**config.mk**
```make
export PLATFORM = sky130hd
export DESIGN_NAME = strap_watchdog
export DESIGN_NICKNAME = d
export VERILOG_FILES = /design/src/rtl/wdt_pkg.sv /design/src/rtl/wdt_start_ctl.sv /design/src/rtl/wdt_counter.sv /design/src/rtl/strap_watchdog.sv
export SDC_FILE = /design/constraint.sdc
export NUM_CORES = 1
export LEC_CHECK = 0
export BUFFER_PORTS_ARGS = -buffer_cell sky130_fd_sc_hd__buf_4
export CELL_PAD_IN_SITES_DETAIL_PLACEMENT = 1
export CELL_PAD_IN_SITES_GLOBAL_PLACEMENT = 2
export CORE_ASPECT_RATIO = 1.2
export CORE_MARGIN = 2
export CORE_UTILIZATION = 37
export CTS_CLUSTER_DIAMETER = 120
export DETAILED_ROUTE_END_ITERATION = 8
export MAX_ROUTING_LAYER = met4
export PLACE_DENSITY = 0.77
export SLEW_MARGIN = 20
export SYNTH_ARGS = -nofsm -noshare
export SYNTH_HDL_FRONTEND = slang
export SYNTH_SLANG_ARGS = --single-unit
```
**constraint.sdc**
```tcl
create_clock -name clk -period 5.3 [get_ports clk]
set_clock_uncertainty 0.05 [all_clocks]
set_input_delay 1.06 -clock clk [delete_from_list [all_inputs] [get_ports clk]]
set_output_delay 1.06 -clock clk [all_outputs]
set_load 0.01 [all_outputs]
```
**src/rtl/wdt_pkg.sv**
```systemverilog
package wdt_pkg;

  typedef enum logic [1:0] {
    CA_HOLD,
    CA_CLEAR,
    CA_STEP,
    CA_WRAP
  } cnt_act_e;

  // True when the count sits one tick short of the limit.
  function automatic logic at_last_tick(input int unsigned cnt, input int unsigned limit);
    return cnt == (limit - 1);
  endfunction

  // Counter action for one clock; refresh outranks a tick.
  function automatic cnt_act_e pick_action(input logic run, input logic refresh,
                                           input logic tick, input logic last);
    if (!run || refresh) return CA_CLEAR;
    if (!tick)           return CA_HOLD;
    if (last)            return CA_WRAP;
    return CA_STEP;
  endfunction

endpackage

```
**src/rtl/wdt_start_ctl.sv**
```systemverilog
module wdt_start_ctl (
  input  logic clk,
  input  logic ext_rst,
  input  logic strap_pin,
  input  logic sw_start,
  output logic run_o,
  output logic lock_o
);
  logic run_q;
  logic lock_q;
  logic start_evt;

  // The strap level latched in reset acts as a standing start request.
  assign start_evt = !ext_rst && !run_q && (lock_q || sw_start);

  always_ff @(posedge clk) begin
    if (ext_rst) begin
      run_q  <= 1'b0;
      lock_q <= strap_pin;
    end else if (start_evt) begin
      run_q  <= 1'b1;
    end
  end

  assign run_o  = run_q;
  assign lock_o = lock_q;

  AST_NO_STOP: assert property (@(posedge clk) disable iff (ext_rst) run_q |=> run_q) else $error("watchdog stopped");
  AST_LOCK_HOLD: assert property (@(posedge clk) disable iff (ext_rst) lock_q |=> lock_q) else $error("lockout dropped");
  AST_NO_LATE_LOCK: assert property (@(posedge clk) disable iff (ext_rst) !lock_q |=> !lock_q) else $error("lockout set outside reset");
  AST_STRAP_RUNS: assert property (@(posedge clk) disable iff (ext_rst) lock_q |=> run_q) else $error("strap did not start");

endmodule

```
**src/rtl/wdt_counter.sv**
```systemverilog
module wdt_counter
  import wdt_pkg::*;
#(
  parameter int unsigned CNT_W   = 16,
  parameter int unsigned TIMEOUT = 65532
) (
  input  logic clk,
  input  logic ext_rst,
  input  logic run,
  input  logic tick,
  input  logic refresh,
  output logic fire_o
);
  localparam int unsigned LAST = TIMEOUT - 1;

  logic [CNT_W-1:0] cnt_q;
  logic             fire_q;
  logic             last;
  logic             wrap_evt;
  cnt_act_e         act;

  assign last     = at_last_tick(32'(cnt_q), TIMEOUT);
  assign act      = pick_action(run, refresh, tick, last);
  assign wrap_evt = (act == CA_WRAP);

  always_ff @(posedge clk) begin
    if (ext_rst) begin
      cnt_q  <= '0;
      fire_q <= 1'b0;
    end else begin
      fire_q <= wrap_evt;
      unique case (act)
        CA_CLEAR, CA_WRAP: cnt_q <= '0;
        CA_STEP:           cnt_q <= cnt_q + 1'b1;
        default:           cnt_q <= cnt_q;
      endcase
    end
  end

  assign fire_o = fire_q;

  AST_CNT_BOUND: assert property (@(posedge clk) disable iff (ext_rst) 32'(cnt_q) <= LAST) else $error("count beyond limit");
  AST_IDLE_ZERO: assert property (@(posedge clk) disable iff (ext_rst) !run |-> cnt_q == '0) else $error("count moved while stopped");
  AST_FIRE_SINGLE: assert property (@(posedge clk) disable iff (ext_rst) fire_q |=> !fire_q) else $error("request wider than one cycle");
  AST_FIRE_RUNNING: assert property (@(posedge clk) disable iff (ext_rst) fire_q |-> run) else $error("request while stopped");
  AST_REFRESH_CLEARS: assert property (@(posedge clk) disable iff (ext_rst) (run && refresh) |=> (cnt_q == '0 && !fire_q)) else $error("refresh ignored");

endmodule

```
**src/rtl/strap_watchdog.sv**
```systemverilog
module strap_watchdog #(
  parameter int unsigned CNT_W   = 16,
  parameter int unsigned TIMEOUT = 65532
) (
  input  logic clk,
  input  logic ext_rst,
  input  logic mc_tick,
  input  logic strap_pin,
  input  logic sw_start,
  input  logic sw_refresh,
  output logic rst_req,
  output logic running,
  output logic psave_lock
);
  logic run_w;
  logic lock_w;
  logic fire_w;

  wdt_start_ctl u_start (
    .clk       (clk),
    .ext_rst   (ext_rst),
    .strap_pin (strap_pin),
    .sw_start  (sw_start),
    .run_o     (run_w),
    .lock_o    (lock_w)
  );

  wdt_counter #(
    .CNT_W   (CNT_W),
    .TIMEOUT (TIMEOUT)
  ) u_cnt (
    .clk     (clk),
    .ext_rst (ext_rst),
    .run     (run_w),
    .tick    (mc_tick),
    .refresh (sw_refresh),
    .fire_o  (fire_w)
  );

  assign rst_req    = fire_w;
  assign running    = run_w;
  assign psave_lock = lock_w;

  AST_LOCK_IMPLIES_RUN: assert property (@(posedge clk) disable iff (ext_rst) (psave_lock && $past(psave_lock) && !$past(ext_rst)) |-> running) else $error("locked but idle");

endmodule

```
==> flow_summary.ini <==
[clocking]
postCtsHoldBufs = 0
cts_max_path_buffers = 2
cts.sinks = 19
cts_root_buf = sky130_fd_sc_hd__clkbuf_4
worstSkewPairLatency_ns = 0.30
cts_resized = 0
tritoncts = yes
path_clk_slew_ns = 0.11
buffers_inserted_during_post_cts_setup_optimization = 0
numCtsBuffers = 3
htree_num_levels = 1

[synth]
asyncSetResetFlopFracSynth_pct = 0
synthesis.area_um2 = 887.1
synth_edf_count = 1
synth.top_cell.area_share_pct = 40.62
syn_avg_cell_area_um2 = 9.241
yosys_cell_types = 24
ys.warnings.count = 0
primary_ff_master_synth = sky130_fd_sc_hd__dfxtp_1
synth.ff_latch_count = 19
synthCells = 96
yosys.area.top_type = sky130_fd_sc_hd__dfxtp_1
synth.area.top_cells = sky130_fd_sc_hd__dfxtp_1 (41%), sky130_fd_sc_hd__xnor2_1 (9.9%), sky130_fd_sc_hd__nor2_1 (7.6%), sky130_fd_sc_hd__buf_6 (3.8%), sky130_fd_sc_hd__nor4_1 (3.5%)
mappedNetlistNets = 103
part_of_the_yosys_area_used_for_sequential_elements_pct = 44.01

[route]
met2RoutedLength_um = 803
m1_wl_um = 828
detail_route.wirelength_um = 1693
routed.top_layer = met4
route.vias.total = 683
sum_of_met3_wire_segment_lengths_after_detailed_routing_um = 31
count_of_nets_left_with_antenna_violations_after_detail_routing = 0
count_of_tritonroute_iterations_in_the_first_routing_pass = 4
routedWlPerCell_um = 12.45
drt_first_iter_violations = 9
route.detailed.drc = 0
vias_per_cell = 5.022

[setup_path]
timing.critical_path.fanout_max = 16
worst_r2r_path_depth = 4
arrival_ns = 2.71
timing.setup.critical_path_class = in2reg
standard_cell_with_the_maximum_stage_delay_on_the_critical_path = sky130_fd_sc_hd__o31ai_4
critical_path.endpoint_type = flop
timing.critical_path.cells = buf_4 > nand4_4 > or4_4 > o31ai_4 > nor2_1
ff2ff_setup_slack_ns = 3.16
critical_path.reg2reg.endpoint = u_cnt.cnt_q[7]
critical_path.max_stage_delay_ns = 0.63
worstPathRequired_ns = 5.41
rr_startpoint = u_cnt.cnt_q[6]
start_kind = input pin

[hold_path]
worst_hold_path_type = reg2reg
worst_hold_path.num_cells = 2
worst_hold_startpoint = u_cnt.cnt_q[15]
worst_hold_path.endpoint = u_cnt.fire_o

[layout]
stdcell_area_um2 = 979.7
area.growth.synth_to_final_pct = 10.44
number_of_fill_cells = 284
finalNetCount = 113
post_route_cells_drive_above_1_share_pct = 15.24
diodes = 0

[floorplanning]
chipHeight_um = 57.64
placeable_core_region_um2 = 2282
die_area_um2 = 2807
effective_utilization_at_floorplan_pct = 38.87
die_w_um = 48.70
top_level_port_count = 9
num_rows = 19

[timing]
report.final.slew_viol_count = 0
final.min_clock_period_ns = 2.592
totalNegativeSetupSlack_ns = 0
timing.final.hold_violations = 0
rsz0062_at_grt = false
min_period_over_period_pct = 48.90
worst_tran_pin_value_ns = 0.6790
slew_headroom_pct = 54.73
fmax_mhz = 385.8
post-route-worst-setup-slack_ns = 2.708
report.final.setup_viol = 0

[power]
pwr-share-seq_pct = 64.0
p_sw_mw = 0.04993
p_per_area_nw_per_um2 = 233.5
internal-power_mw = 0.1789
power_frac_comb_pct = 4.6
power_leakage_nw = 0.2938
share_of_total_power_in_the_clock_network_pct = 31.4
switching_share_pct = 21.82
peakVddDrop_uv = 133.2

[run]
max_cap_violations = 0

[global_routing]
grt_pass1_vias = 706
groute.usage.overall_pct = 14.72
sum_of_overflow_across_all_layers_after_global_routing = 0
grt_first_pass_wirelength_um = 3125
grt_start_max_net_pins = 17
antenna_found_initial = 0

[status]
outcome = complete, no violations

[placement]
portBuffers = 8
pre_cts_ws_ns = 2.362
detailed_place.area_um2 = 952.2
globalplace.congestion = 0.7332
hpwl_um = 1279
-- state kept, by name (all words and copies together), names as in the netlist --
register,flops
u_cnt.cnt_q,16
u_cnt.fire_o,1
u_start.lock_o,1
u_start.run_o,1
-- how the worst max path moves through the flow --
stage,to,from,slack (ns),depth (start not counted)
finish,u_cnt.cnt_q[7],mc_tick,2.71,5
global placement,u_cnt.cnt_q[14],mc_tick,2.43,5
floorplan,u_cnt.cnt_q[0],mc_tick,2.70,6
detailed placement,u_cnt.cnt_q[8],mc_tick,2.36,5
global route,u_cnt.cnt_q[8],mc_tick,2.58,5
CTS,u_cnt.cnt_q[13],mc_tick,2.69,5
-- critical path: cells and delay by family --
kind / cells / cell delay (ns)
buffers and inverters: 1 / 0.15
AO/OA/AOI/OAI: 1 / 0.63
AND/OR/NAND/NOR: 3 / 0.86
-- logic make-up after synthesis --
logic type               synth area share [%]
adder cells (fa/ha/maj)                 1.410
XOR/XNOR                                12.84
AND/OR/NAND/NOR                         29.90
AO/OA/AOI/OAI                           5.218
multiplexers                            1.128
flip-flops                              44.01
buffers and inverters                   5.500
-- metrics by stage --
stage / util (%) / power, mW / hold slack, ns / cells
global route: 42.93 / 0.2414 / 0.4930 / 136
detailed placement: 41.72 / 0.1604 / 0.4435 / 132
finish: 42.93 / 0.2288 / 0.4639 / 136
CTS: 42.93 / 0.2340 / 0.4693 / 136
floorplan: - / 0.1558 / 0.4061 / 96
global placement: 41.72 / 0.1602 / 0.4283 / 132
-- cell usage after synthesis, drive strengths merged, types with 2 or more instances --
master	count
dfxtp	18
nor2	18
xnor2	10
nand2	7
nor3	6
nand3	5
nand4	5
nor4	5
inv	4
buf	3
xor2	3
a21oi	2
-- cell type report --
cell class	instances	area [um2]	share of cell area (%)
clock buffer	3	22.52	2.299
timing repair buffer	8	60.06	6.130
sequential	19	390.4	39.85
multi-input combinational	70	447.9	45.72
clock inverter	1	5.005	0.5109
inverter	4	15.01	1.533
tap	31	38.79	3.959
-- layer usage --
layer  vias up  track usage (%)
met5         -                -
met4         0            7.347
met3         4            2.320
met2         4            22.50
met1       327            19.05
li1        348                -
-- layout by cell type, fill, tap and decap left out, drive strengths merged, types with 2 or more instances in the layout --
cell type,Yosys,final
nor4,5,5
nand3,5,5
nor3,6,6
inv,4,4
dfxtp,18,18
nand2,7,7
buf,3,8
nor2,18,18
clkbuf,0,3
a21oi,2,2
xor2,3,3
nand4,5,5
xnor2,10,10
-- power by group through the flow --
stage	logic (mW)	clock network, mW	registers, mW
5_1_grt	0.0117	0.0830	0.147
4_1_cts	0.0108	0.0768	0.146
3_3_place_gp	0.0105	0	0.150
2_1_floorplan	0.00566	0	0.150
3_5_place_dp	0.0107	0	0.150
6_report	0.0105	0.0719	0.146
No activity file was read; power rests on OpenSTA's default activity.
